**config.mk**
```make
export PLATFORM = sky130hd
export DESIGN_NAME = alu_forced_add
export DESIGN_NICKNAME = d
export VERILOG_FILES = /design/src/rtl/alu_pkg.sv /design/src/rtl/alu_decode.sv /design/src/rtl/alu_shifter.sv /design/src/rtl/alu_compare.sv /design/src/rtl/alu_forced_add.sv
export SDC_FILE = /design/constraint.sdc
export NUM_CORES = 1
export LEC_CHECK = 0
export ABC_AREA = 0
export CAP_MARGIN = 20
export CORE_MARGIN = 2
export CORE_UTILIZATION = 55
export DETAILED_ROUTE_END_ITERATION = 8
export PLACE_DENSITY = 0.87
export REMOVE_ABC_BUFFERS = 1
export SETUP_SLACK_MARGIN = 0.02
export SYNTH_ARGS = -nofsm -noshare
export SYNTH_HDL_FRONTEND = slang
export SYNTH_HIERARCHICAL = 1
export SYNTH_SLANG_ARGS = --single-unit
```
**constraint.sdc**
```tcl
create_clock -name vclk -period 26.8
set_clock_uncertainty 0.1 [all_clocks]
set_input_delay 5.36 -clock vclk [all_inputs]
set_output_delay 5.36 -clock vclk [all_outputs]
set_load 0.05 [all_outputs]
```
**src/rtl/alu_pkg.sv**
```systemverilog
package alu_pkg;
    typedef enum logic [3:0] {
        OP_ADD,
        OP_SUB,
        OP_SLL,
        OP_SLT,
        OP_SLTU,
        OP_XOR,
        OP_SRL,
        OP_SRA,
        OP_OR,
        OP_AND
    } alu_op_e;

    localparam logic [2:0] F3_ADDSUB = 3'b000;
    localparam logic [2:0] F3_SLL    = 3'b001;
    localparam logic [2:0] F3_SLT    = 3'b010;
    localparam logic [2:0] F3_SLTU   = 3'b011;
    localparam logic [2:0] F3_XOR    = 3'b100;
    localparam logic [2:0] F3_SHR    = 3'b101;
    localparam logic [2:0] F3_OR     = 3'b110;
    localparam logic [2:0] F3_AND    = 3'b111;
endpackage

```
**src/rtl/alu_decode.sv**
```systemverilog
module alu_decode
    import alu_pkg::*;
(
    input  logic [2:0] funct3_i,
    input  logic       funct7b5_i,
    input  logic       imm_fmt_i,
    input  logic       force_add_i,
    output alu_op_e    op_o
);
    alu_op_e op_d;

    always_comb begin
        op_d = OP_ADD;
        if (!force_add_i) begin
            unique case (funct3_i)
                F3_ADDSUB: op_d = (funct7b5_i && !imm_fmt_i) ? OP_SUB : OP_ADD;
                F3_SLL:    op_d = OP_SLL;
                F3_SLT:    op_d = OP_SLT;
                F3_SLTU:   op_d = OP_SLTU;
                F3_XOR:    op_d = OP_XOR;
                F3_SHR:    op_d = funct7b5_i ? OP_SRA : OP_SRL;
                F3_OR:     op_d = OP_OR;
                F3_AND:    op_d = OP_AND;
                default:   op_d = OP_ADD;
            endcase
        end
    end

    assign op_o = op_d;
endmodule

```
**src/rtl/alu_shifter.sv**
```systemverilog
module alu_shifter #(
    parameter int XLEN = 32,
    localparam int SHW = $clog2(XLEN)
) (
    input  logic [XLEN-1:0] data_i,
    input  logic [SHW-1:0]  amt_i,
    input  logic            left_i,
    input  logic            arith_i,
    output logic [XLEN-1:0] data_o
);
    logic [XLEN-1:0] rev_in;
    logic [XLEN-1:0] rev_out;
    logic [XLEN-1:0] stage [SHW+1];
    logic            fill;

    generate
        for (genvar b = 0; b < XLEN; b++) begin : g_rev
            assign rev_in[b]  = data_i[XLEN-1-b];
            assign rev_out[b] = stage[SHW][XLEN-1-b];
        end
    endgenerate

    assign fill     = arith_i & ~left_i & data_i[XLEN-1];
    assign stage[0] = left_i ? rev_in : data_i;

    generate
        for (genvar s = 0; s < SHW; s++) begin : g_stage
            localparam int DIST = 1 << s;
            assign stage[s+1] = amt_i[s]
                ? {{DIST{fill}}, stage[s][XLEN-1:DIST]}
                : stage[s];
        end
    endgenerate

    assign data_o = left_i ? rev_out : stage[SHW];
endmodule

```
**src/rtl/alu_compare.sv**
```systemverilog
module alu_compare #(
    parameter int XLEN = 32
) (
    input  logic [XLEN-1:0] a_i,
    input  logic [XLEN-1:0] b_i,
    output logic            lt_signed_o,
    output logic            lt_unsigned_o
);
    logic [XLEN:0] diff;

    assign diff          = {1'b0, a_i} - {1'b0, b_i};
    assign lt_unsigned_o = diff[XLEN];
    assign lt_signed_o   = (a_i[XLEN-1] != b_i[XLEN-1]) ? a_i[XLEN-1] : diff[XLEN];
endmodule

```
**src/rtl/alu_forced_add.sv**
```systemverilog
module alu_forced_add
    import alu_pkg::*;
#(
    parameter int XLEN = 32
) (
    input  logic [XLEN-1:0] opa_i,
    input  logic [XLEN-1:0] opb_i,
    input  logic [2:0]      funct3_i,
    input  logic            funct7b5_i,
    input  logic            imm_fmt_i,
    input  logic            ovr_imm_i,
    input  logic            ovr_store_i,
    input  logic            ovr_branch_i,
    output logic [XLEN-1:0] result_o,
    output logic            zero_o
);
    localparam int SHW = $clog2(XLEN);

    typedef struct packed {
        logic [XLEN-1:0] result;
        logic            zero;
    } alu_out_t;

    alu_op_e         op;
    logic            force_add;
    logic [XLEN-1:0] shift_res;
    logic            lt_s;
    logic            lt_u;
    alu_out_t        out_d;

    assign force_add = ovr_imm_i | ovr_store_i | ovr_branch_i;

    alu_decode u_decode (
        .funct3_i    (funct3_i),
        .funct7b5_i  (funct7b5_i),
        .imm_fmt_i   (imm_fmt_i),
        .force_add_i (force_add),
        .op_o        (op)
    );

    alu_shifter #(.XLEN(XLEN)) u_shift (
        .data_i  (opa_i),
        .amt_i   (opb_i[SHW-1:0]),
        .left_i  (op == OP_SLL),
        .arith_i (op == OP_SRA),
        .data_o  (shift_res)
    );

    alu_compare #(.XLEN(XLEN)) u_cmp (
        .a_i           (opa_i),
        .b_i           (opb_i),
        .lt_signed_o   (lt_s),
        .lt_unsigned_o (lt_u)
    );

    always_comb begin
        out_d = '0;
        unique case (op)
            OP_ADD:  out_d.result = opa_i + opb_i;
            OP_SUB:  out_d.result = opa_i - opb_i;
            OP_SLL,
            OP_SRL,
            OP_SRA:  out_d.result = shift_res;
            OP_SLT:  out_d.result = {{(XLEN-1){1'b0}}, lt_s};
            OP_SLTU: out_d.result = {{(XLEN-1){1'b0}}, lt_u};
            OP_XOR:  out_d.result = opa_i ^ opb_i;
            OP_OR:   out_d.result = opa_i | opb_i;
            OP_AND:  out_d.result = opa_i & opb_i;
            default: out_d.result = opa_i + opb_i;
        endcase
        out_d.zero = ~|out_d.result;
    end

    assign result_o = out_d.result;
    assign zero_o   = out_d.zero;
endmodule


```
==> impl_metrics.py <==
metrics = {
    "placement": {
        "io_buffers": 105,
        "gp_congestion": 1.123,
        "dpl_cell_area_mm2": 0.01028,
        "hpwlAfterDp_mm": 32.01,
    },
    "sta": {
        "worst_slew_pin_slew_ns": 1.115,
        "tns_ns": 0,
        "rsz0062_at_grt": "no",
        "finalCritPeriodShare_pct": 70.42,
        "fmaxAchievable_ghz": 0.05299,
        "slew_headroom_pct": 25.69,
        "period_minus_slack_ns": 18.87,
        "finalSetupViolations": 0,
        "finalHoldViolCount": 0,
        "slew_viol_final": 0,
    },
    "drt": {
        "drtPass1Iterations": 7,
        "vias": 11167,
        "drtAntennaViolNets": 0,
        "post_drt_wl_per_cell_um": 27.17,
        "avgViaCountPerCell": 7.289,
        "drc": 0,
        "drt_iter0_drc": 1701,
        "routed_wl_mm": 41.62,
    },
    "synthesis": {
        "synthMuxAreaShare_pct": 18.09,
        "yosys.area_share.simple_pct": 20.87,
        "synth_xor_area_share_pct": 5.148,
        "synth_cells": 1265,
        "synth_compound_area_share_pct": 29.52,
        "seq_area_frac_synth_pct": 0,
        "synth_area_mm2": 0.009186,
        "synth_top_family_by_area": "compound AO/OA/AOI/OAI gates",
        "synth_area_leaders": "ha_1 17%, mux4_2 8.3%, mux2_2 6.0%, a21oi_1 5.1%, inv_1 4.7%",
        "avgSynthCellArea_um2": 7.262,
        "synth_adder_area_share_pct": 17.52,
        "synth_top_area_cell": "ha_1",
        "yosysWarnings": 6,
        "synth.distinct_cells": 86,
        "yosys.area.top_type_share_pct": 17.30,
    },
    "finish": {
        "final_common_cell": "ha_1",
        "syn2layout_area_growth_pct": 12.00,
        "final_cell_mix": "127 x ha_1, 114 x inv_1, 103 x nand2_1, 103 x clkdlybuf4s50_1, 94 x a21oi_1",
        "drive_gt1_share_pct": 9.687,
        "nFillCells": 1539,
        "n_sequential_cell": 0,
        "seq_area_um2": 0,
        "nets": 1513,
        "final_area_mm2": 0.01029,
        "n_clock_buffer": 0,
        "final_util_pct": 62.48,
    },
    "hold_path": {
        "min_path_type": "primary input to output pin",
        "min_from": "opb_i[0]",
        "whs_path_depth": 6,
    },
    "setup_path": {
        "end_kind": "output pin",
        "critical_path.slowest_cell": "clkdlybuf4s50_1",
        "crit_buf_inv": 6,
        "crit_type": "primary input to output pin",
        "slowest_delay_ns": 0.83,
        "path_depth": 25,
        "arrival_ns": 13.41,
        "cp-startpoint": "funct3_i[0]",
        "crit_path_start_kind": "primary input",
        "crit_top_cell": "buf_4",
        "crit_fanout": 48,
        "path_delay_family": "buffers and inverters",
        "required_ns": 21.34,
    },
    "run": {
        "cap_violations": 0,
    },
    "floorplanning": {
        "dieArea_mm2": 0.01775,
        "die_w_um": 133.2,
        "start_util_pct": 55.79,
        "core-area_mm2": 0.01647,
        "die_y_um": 133.2,
        "num_io_pins": 105,
        "rows": 47,
    },
    "global_routing": {
        "gr-total-overflow": 0,
        "grt_max_degree": 69,
        "grt_pass1_wl_mm": 62.25,
        "antenna_found_initial": 1,
        "grt_pass1_vias": 10381,
        "grt_use_total_pct": 45.07,
    },
    "outcome": {
        "status": "completed",
    },
    "clock_tree": {
        "cts_resized": 0,
        "holdBufCountCts": 0,
        "cts_setup_buffers": 0,
    },
}
## through the flow
stage               setup WS, ns  hold slack [ns]  std cells
floorplan                  2.240            11.11       1188
global placement           7.991            12.12       1530
detailed placement         7.889            12.12       1530
CTS                        7.854            12.13       1530
global route               7.535            12.14       1531
finish                     7.928            12.15       1532
## cell families after synthesis
family	after synthesis
adder cells (fa/ha/maj)	128
XOR/XNOR	54
AO/OA/AOI/OAI	396
AND/OR/NAND/NOR	377
multiplexers	117
buffers and inverters	193
## worst paths after layout
| path | to | slack (ns) |
|---|---|---|
| setup / recovery | zero_o | 7.93 |
| hold / removal | result_o[0] | 12.15 |
## cell usage after synthesis (6+ instances only)
library cell and instances:
ha_1 127, inv_1 114, nand2_1 103, a21oi_1 94
nor2_1 90, o21ai_0 58, mux2_2 49, clkbuf_1 47
xnor2_1 46, mux4_2 34, mux2i_1 31, a21o_1 27
o22ai_1 26, nor3_1 25, nand3_1 23, nand2b_1 20
a31oi_1 19, nand4_1 18, nor2b_1 18, a22oi_1 16
a211oi_1 13, buf_2 12, a222oi_1 11, a221oi_1 10
o211ai_1 10, o221ai_1 10, o31ai_1 10, o21a_1 8
or2_2 8, or4_1 8, xor2_1 8, and4_1 7
buf_6 7, nand3b_1 7, nor3b_1 7, nor4_1 7
o2111ai_1 7, o21ai_1 7, a211o_1 6, and3_1 6
buf_4 6
## area by class of cell
| cell class | instances | area, um^2 | area share (%) |
|---|---|---|---|
| Timing Repair Buffer | 123 | 1179 | 11.46 |
| Antenna cell | 1 | 2.502 | 0.02432 |
| Inverter | 116 | 435.4 | 4.232 |
| Tap cell | 220 | 275.3 | 2.675 |
| Multi-Input combinational cell | 1072 | 8397 | 81.61 |
## routing by layer
| metal | routed length (um) | up-vias | track usage [%] |
|---|---|---|---|
| met1 | 15480 | 5207 | 57.30 |
| met2 | 17990 | 896 | 71.53 |
| li1 | - | 4868 | - |
| met5 | 0 | - | 0 |
| met3 | 4759 | 196 | 7.610 |
| met4 | 3392 | 0 | 27.42 |
